**config.mk**
```make
export PLATFORM = sky130hd
export DESIGN_NAME = boot_section_loader
export DESIGN_NICKNAME = d
export VERILOG_FILES = /design/src/rtl/boot_section_loader.sv
export SDC_FILE = /design/constraint.sdc
export NUM_CORES = 1
export LEC_CHECK = 0
export BUFFER_PORTS_ARGS = -buffer_cell sky130_fd_sc_hd__buf_2
export CORE_ASPECT_RATIO = 1.2
export CORE_MARGIN = 2
export CORE_UTILIZATION = 45
export CTS_BUF_LIST = sky130_fd_sc_hd__clkbuf_16
export DETAILED_ROUTE_END_ITERATION = 8
export PLACE_DENSITY = 0.77
export SETUP_SLACK_MARGIN = 0.3
export SLEW_MARGIN = 20
export SYNTH_ARGS = -nofsm -noshare
export SYNTH_HDL_FRONTEND = slang
export SYNTH_SLANG_ARGS = --single-unit
```
**constraint.sdc**
```tcl
create_clock -name clk -period 3.5 [get_ports clk]
set_input_delay 0.175 -clock clk [delete_from_list [all_inputs] [get_ports clk]]
set_output_delay 0.175 -clock clk [all_outputs]
set_load 0.005 [all_outputs]
```
**src/rtl/boot_section_loader.sv**
```systemverilog
module boot_section_loader #(
  parameter int WORD_W = 32
) (
  input  logic              clk,
  input  logic              rst_n,
  input  logic              gph_mode,
  input  logic              swap_le,
  input  logic [WORD_W-1:0] in_data,
  input  logic              in_valid,
  output logic              in_ready,
  output logic [WORD_W-1:0] wr_addr,
  output logic [WORD_W-1:0] wr_data,
  output logic [WORD_W/8-1:0] wr_be,
  output logic              wr_valid,
  input  logic              wr_ready,
  output logic              done,
  output logic              error,
  output logic              entry_valid,
  output logic [WORD_W-1:0] entry_addr
);
  localparam int LANES = WORD_W / 8;
  localparam int LSB   = $clog2(LANES);

  typedef enum logic [2:0] {ST_COUNT, ST_ADDR, ST_DATA, ST_DONE, ST_FAULT} st_t;

  st_t               st;
  logic [WORD_W-1:0] remaining;
  logic [WORD_W-1:0] cur_addr;
  logic [WORD_W-1:0] last_base;
  logic              seen;
  logic [WORD_W-1:0] swapped;
  logic [LANES-1:0]  lead_lo;
  logic [LANES-1:0]  lead_hi;
  logic              partial;

  for (genvar g = 0; g < LANES; g++) begin : g_swap
    assign swapped[8*g +: 8] = in_data[WORD_W-8-8*g +: 8];
  end

  wire take = in_valid && in_ready;

  assign partial = remaining < WORD_W'(LANES);
  assign lead_lo = LANES'((1 << remaining[LSB-1:0]) - 1);
  assign lead_hi = ~({LANES{1'b1}} >> remaining[LSB-1:0]);

  always_comb begin
    case (st)
      ST_COUNT, ST_ADDR: in_ready = 1'b1;
      ST_DATA:           in_ready = wr_ready;
      default:           in_ready = 1'b0;
    endcase
  end

  assign wr_valid    = (st == ST_DATA) && in_valid;
  assign wr_addr     = cur_addr;
  assign wr_data     = swap_le ? swapped : in_data;
  assign wr_be       = !partial ? {LANES{1'b1}} : (swap_le ? lead_lo : lead_hi);
  assign done        = (st == ST_DONE);
  assign error       = (st == ST_FAULT);
  assign entry_valid = done && gph_mode && seen;
  assign entry_addr  = last_base;

  always_ff @(posedge clk) begin
    if (!rst_n) begin
      st        <= ST_COUNT;
      remaining <= '0;
      cur_addr  <= '0;
      last_base <= '0;
      seen      <= 1'b0;
    end else begin
      case (st)
        ST_COUNT: if (take) begin
          if (in_data == '0) st <= ST_DONE;
          else begin
            remaining <= in_data;
            st        <= ST_ADDR;
          end
        end
        ST_ADDR: if (take) begin
          if (in_data[LSB-1:0] != '0) st <= ST_FAULT;
          else begin
            cur_addr  <= in_data;
            last_base <= in_data;
            seen      <= 1'b1;
            st        <= ST_DATA;
          end
        end
        ST_DATA: if (take) begin
          cur_addr <= cur_addr + WORD_W'(LANES);
          if (remaining <= WORD_W'(LANES)) begin
            remaining <= '0;
            st        <= ST_COUNT;
          end else begin
            remaining <= remaining - WORD_W'(LANES);
          end
        end
        default: st <= st;
      endcase
    end
  end
endmodule

```
==> results of run 1 <==
==> metrics by stage <==
stage	hold slack [ps]	power [mW]	instance area (sq um)
2_1_floorplan	311.0	1.813	5809
3_3_place_gp	436.2	2.069	6580
3_5_place_dp	444.7	2.074	6580
4_1_cts	104.0	3.219	6920
5_1_grt	115.4	3.362	6925
6_report	113.2	3.234	6925
==> layout make-up <==
class                      count  share of cell area
multi-input combinational    602              0.5061
sequential                   100              0.2891
timing repair buffer         156              0.1196
clock buffer                   9             0.03252
tap                          164             0.02963
clock inverter                 7             0.01662
inverter                      12            0.006504
==> cell families (layout without fill, tap and decap cells) <==
family | count (synthesis) | in the layout | share of synthesized area
AO/OA/AOI/OAI | 233 | 233 | 0.2507
XOR/XNOR | 1 | 1 | 0.001508
adder cells (fa/ha/maj) | 3 | 3 | 0.006462
buffers and inverters | 71 | 184 | 0.05535
flip-flops | 100 | 100 | 0.3446
multiplexers | 34 | 34 | 0.06548
AND/OR/NAND/NOR | 331 | 331 | 0.2759
==> synth_stat cells (7+ instances only) <==
cell type	instances	area share
dfxtp_1	100	0.34
nor4_1	17	0.018
a21oi_1	84	0.072
o31ai_1	16	0.021
mux2_2	32	0.062
o21ai_0	47	0.040
nand4_1	12	0.013
and3_1	18	0.019
nor3_1	14	0.012
clkbuf_1	51	0.033
or3_1	8	0.0086
o22ai_1	7	0.0075
inv_1	11	0.0071
nand2_1	139	0.090
nor2_1	57	0.037
a31oi_1	12	0.013
nand3_1	30	0.026
==> report_power, final <==
| part | total, mW | leakage (nW) | internal, mW | switching, mW |
|---|---|---|---|---|
| sequential | 1.28 | 0.813 | 1.20 | 0.0819 |
| combinational | 0.796 | 1.81 | 0.299 | 0.497 |
| clock | 1.15 | 0.173 | 0.699 | 0.454 |
==> worst max-delay path, stage by stage, from the launching register on <==
cell and delay (ps):
dfxtp_1 320, inv_1 90, ha_1 140, or3b_2 430
a211oi_1 300, and3_1 540, a21oi_1 450, a22oi_1 280
nor2_1 60
==> sequential cells by signal, indices dropped and copies added, names as in the netlist <==
name and cells:
seen 1, wr_addr 32, entry_addr 32, remaining 32, st 3
==> worst max path at each step <==
stage | start | end
final | remaining[3] | remaining[18]
after global routing | remaining[3] | remaining[17]
after CTS | remaining[3] | remaining[18]
after detailed placement | remaining[3] | remaining[18]
after global placement | remaining[3] | remaining[18]
after floorplan | remaining[8] | remaining[23]
==> per-layer routing <==
| layer | wire length [um] | GRT usage | part of all wire | vias to the layer above |
|---|---|---|---|---|
| li1 | - | - | - | 3062 |
| met1 | 7637 | 0.3519 | 0.37 | 3103 |
| met2 | 9631 | 0.4839 | 0.47 | 412 |
| met3 | 2019 | 0.04357 | 0.099 | 84 |
| met4 | 1139 | 0.1697 | 0.056 | 0 |
| met5 | 0 | 0 | 0 | - |
==> metrics.txt, run 1 <==
status=finished clean; clock skew=around 6.6 ps; Post-Layout Cell Count=~1.1k; Static Leak=between 2 and 3 nW; Synthesized Nets=a little over 800; leading cell type in the layout, fill and taps excluded=buf_2; PnR worst setup slack=~740 ps; HP Class=in2reg; TritonCTS clock tree=built; pin count of the biggest net entering global routing=between 50 and 60; initial antenna violation count=0; WHS Path Cells=3; Core Footprint=12610 sq um; worst slack, placed=approximately 840 ps; Post-synth EDFFs=0; violation count after the first detailed-route iteration=786; Cell Pwr Density=467.0 nW/um^2; capture point of the worst reg-to-reg path=remaining[18]; worst-margin pin slew=between 1000 and 1500 ps; DP HPWL=14370 um; ys flop type=dfxtp_1; max_cap viols=0; hold-fix buffers at CTS=0; final hold violation count=0; htree depth=3; synthesized netlist cell count=about 770; Reg clk slew, reported paths=approximately 70 ps; Die Wd=107.7 um; crit-path max FO=15; initial core utilization=0.4606; drt wl/cell=~20 um; Die H=128.5 um; Slew Viols, Final=0; Post-synth ARST share=0; Worst R2R Setup Slack=740 ps; die area=around 14000 sq um; sequential fraction of the synthesis area=0.3446; RR Startpoint=remaining[3]; Site Rows=45; Yosys cell types=69; post-CTS resize count=0; Detail Route Antenna Nets=0; remaining global-route overflow=0; RSZ-0062 raised after global routing=false; Pre-antenna DRT Iters=6; Relative slew margins=0.2963; CP startpoint kind=register; Inst Count DP=1034; DRC violations left=0; most frequent cells in the layout=buf_2, nand2_1, dfxtp_1, a21oi_1, nor2_1; FF-to-FF path depth=8; fin util=0.5491; Max VDD drop=around 200 uV; Inserted Diodes=0; Via density=6.344; Reg area=between 2000 and 2500 sq um; Mapped Area=slightly below 6000 sq um; final worst-path cycle share=0.7881; aggregate global-route resource usage=0.2895; f_max=approximately 360 MHz; total number of vias=approximately 6.7k; area occupied by multi-input gates=3505 sq um; flops & latches, synth=100; final setup fails=0; total negative slack=0 ps; post-route minimum period=2758 ps; first-pass GRT wire length=31510 um; Routed WL=20430 um; clk sink count=100; CTS Root Cell=clkbuf_16; CTS Buf Count=9; Syn. warnings=0; Hold EP=entry_addr[4]; number of post-CTS setup repair buffers=0; Critical Path End Type=register; WS Path Type=reg2reg; gpl congestion=about 0.93; Mean Syn Cell Area=around 7.5 sq um; Layout fillers=about 1.2k; PortBufs=roughly 140; layout cells sized above 1=0.2551; worst path required time=3710 ps; Layout Nets=about 900; Top Ports=143; Worst Path Arrival=2960 ps; hold path startpoint=in_data[4]; vias in the first global route=roughly 5.8k; CTS Buffer Depth=2; Clock Latency Late Sink=between 300 and 400 ps; Area growth, synth to finish=19.21%
No activity file was read; power rests on OpenSTA's default activity.
==> run 2: changes to the inputs <==
- ABC_AREA: default -> 1
- PLACE_DENSITY: 0.77 -> 0.76
- clock period: 3.5 -> 2.6 ns (I/O delays scaled with it)
==> run 2 against run 1 <==
Sequential power increased by 60%. Clock skew up 2.1 ps. Via count up 9.1%. Synthesized area up 9.4%. First-iteration DRC count shrank 17%. Hold slack got worse by 34 ps. Synthesized cell count rose by 40%. Cell area is 7.6% higher.
==> metrics.txt, run 2 <==
Yosys cell types=29; htree depth=3; Synth Area in Compound Gates=0.1598; Detail Route Antenna Nets=0; Pre-antenna DRT Iters=5; DP HPWL=approximately 16000 um; final worst-path cycle share=0.8192; drt wl/cell=15.17 um; Slew Viols, Final=0; Synthesized Nets=around 1.1k; gpl congestion=between 0.9 and 1; Power Total=roughly 5.4 mW; TritonCTS clock tree=built; Clock Latency Late Sink=around 350 ps; post-CTS resize count=1; area occupied by multi-input gates=3730 sq um; DRC violations left=0; worst-margin pin slew=766.4 ps; Post-Layout Cell Count=~1.4k; final instance area=roughly 7500 sq um; aggregate global-route resource usage=0.2746; GR met3 Demand/Resource=0.04700; status=finished clean; area leader, netlist=dfxtp_1; Top Ports=between 100 and 150; fraction of synthesized area in multiplexers=0; Synth Area in Simple Gates=0.3812; Post-synth EDFFs=0; max_cap viols=0; Layout fillers=roughly 1.5k; Worst Path Arrival=roughly 2000 ps; main combinational cell family by area after synthesis=simple AND/OR/NAND/NOR gates; f_max=469.5 MHz; most frequent cells in the layout=nand2_1, nor2_1, buf_2, o21ai_0, inv_1; Reg area=around 2000 sq um; Post-synth top cells=nand2_1, nor2_1, o21ai_0; CP startpoint kind=register; worst slack, placed=~650 ps; post-route minimum period=between 2000 and 2500 ps; met1 usage=0.3668; Slowest-stage cell, CP=dfxtp_1; CP max stage delay=~350 ps; ys flop type=dfxtp_1; layout cells sized above 1=0.1542; HP Class=in2reg; initial core utilization=0.4600; clock skew=8.734 ps; critical path, cell by cell=inv_1 > ha_1 > nand3_2 > nor2_1 > nand3_1 > nor3_4 > o21ai_0 > buf_2; Area growth, synth to finish=17.26%; Synth area leaders=dfxtp_1, nand2_1, nor2_1; total number of vias=around 7.3k; Inst Count DP=~1.4k; CTS Root Cell=clkbuf_16; die area=~15000 sq um; PnR worst setup slack=~470 ps; Via density=roughly 5.3; total negative slack=0 ps; Critical Path End Type=output pin; remaining global-route overflow=0; CTS Buffer Depth=2; Layout Nets=~1.2k; clk sink count=100; cell with the most instances after synthesis=nand2_1; crit-path max FO=6; Routed WL=20890 um; GR Util met2=0.4411; Inserted Diodes=0; vias in the first global route=6437; hold-fix buffers at CTS=0; Mapped Area=approximately 6400 sq um; GR peak layer=met2; violation count after the first detailed-route iteration=~650; Core Footprint=13820 sq um; Site Rows=47; CTS Buf Count=9; Relative slew margins=0.4883; top-area cell type share of the netlist area=0.3149; Syn. warnings=0; RSZ-0062 raised after global routing=false; pin count of the biggest net entering global routing=53; sequential fraction of the synthesis area=0.3149; initial antenna violation count=0; Synth Area in XOR/XNOR=0.03720; number of post-CTS setup repair buffers=0; Cell Pwr Density=between 700 and 800 nW/um^2; Area after DPL=between 7000 and 8000 sq um; post-synthesis adder-cell area fraction=0.005904; Static Leak=3.640 nW; Max VDD drop=roughly 380 uV; leading cell type in the layout, fill and taps excluded=nand2_1; Die Wd=around 110 um; Die H=134.2 um; Mean Syn Cell Area=between 5 and 6 sq um; synthesized netlist cell count=1081; final hold violation count=0; PortBufs=between 100 and 150; worst path required time=~2500 ps; first-pass GRT wire length=33450 um; WS Path Type=reg2out; flops & latches, synth=100; final setup fails=0; Reg clk slew, reported paths=around 70 ps; Post-synth ARST share=0
==> run 2: changes by cell type after synthesis, moves of 11 or more <==
cell	before	now
and3_1	18	0
xnor2_1	1	12
o21ai_0	47	129
a21oi_1	84	53
nor4_1	17	0
clkbuf_1	51	21
xor2_1	0	15
inv_1	11	105
nand2_1	139	272
nor2_1	57	249
mux2_2	32	0
o31ai_1	16	0
==> run 2: where the power goes <==
group	switching (mW)	internal, mW
clock	0.603	0.832
combinational	1.24	0.666
sequential	0.290	1.76
==> run 2: layout make-up <==
type | instances | share of cell area
Clock buffer | 9 | 0.03021
Clock inverter | 6 | 0.01091
Inverter | 109 | 0.05488
Sequential cell | 100 | 0.2685
Multi-Input combinational cell | 829 | 0.5003
Tap cell | 171 | 0.02870
Timing Repair Buffer | 153 | 0.1064
==> run 2: cells by family after synthesis <==
kind of cell    count (synthesis)
compound gates                196
xor+xnor                       27
fa+ha+maj                       3
buf+inv                       152
flops                         100
simple gates                  603
==> run 2: path summary, 6_finish.rpt <==
kind,to,cells past startpoint,startpoint,slack [ps]
max,wr_be[0],8,remaining[2],470
max reg2reg,wr_addr[22],8,wr_addr[2],630
min,entry_addr[21],3,in_data[21],80
min reg2reg,entry_addr[1],2,entry_addr[1],440
==> run 2: critical path: cells and delay by family, from the launching register on <==
kind	cells	cell delay (ps)
flops	1	350
compound gates	1	110
buf+inv	2	220
fa+ha+maj	1	230
simple gates	4	740
==> run 2: stage by stage <==
stage	hold WS (ps)	utilization
2_1_floorplan	288.0	-
3_3_place_gp	423.4	0.5161
3_5_place_dp	424.5	0.5161
4_1_cts	79.14	0.5386
5_1_grt	94.67	0.5394
6_report	79.32	0.5394
==> run 2: per-layer routing <==
layer  vias to the layer above  share of wire
li1                       3645              -
met1                      3278           0.43
met2                       303           0.47
met3                        40          0.069
met4                         0          0.035
met5                         -              0
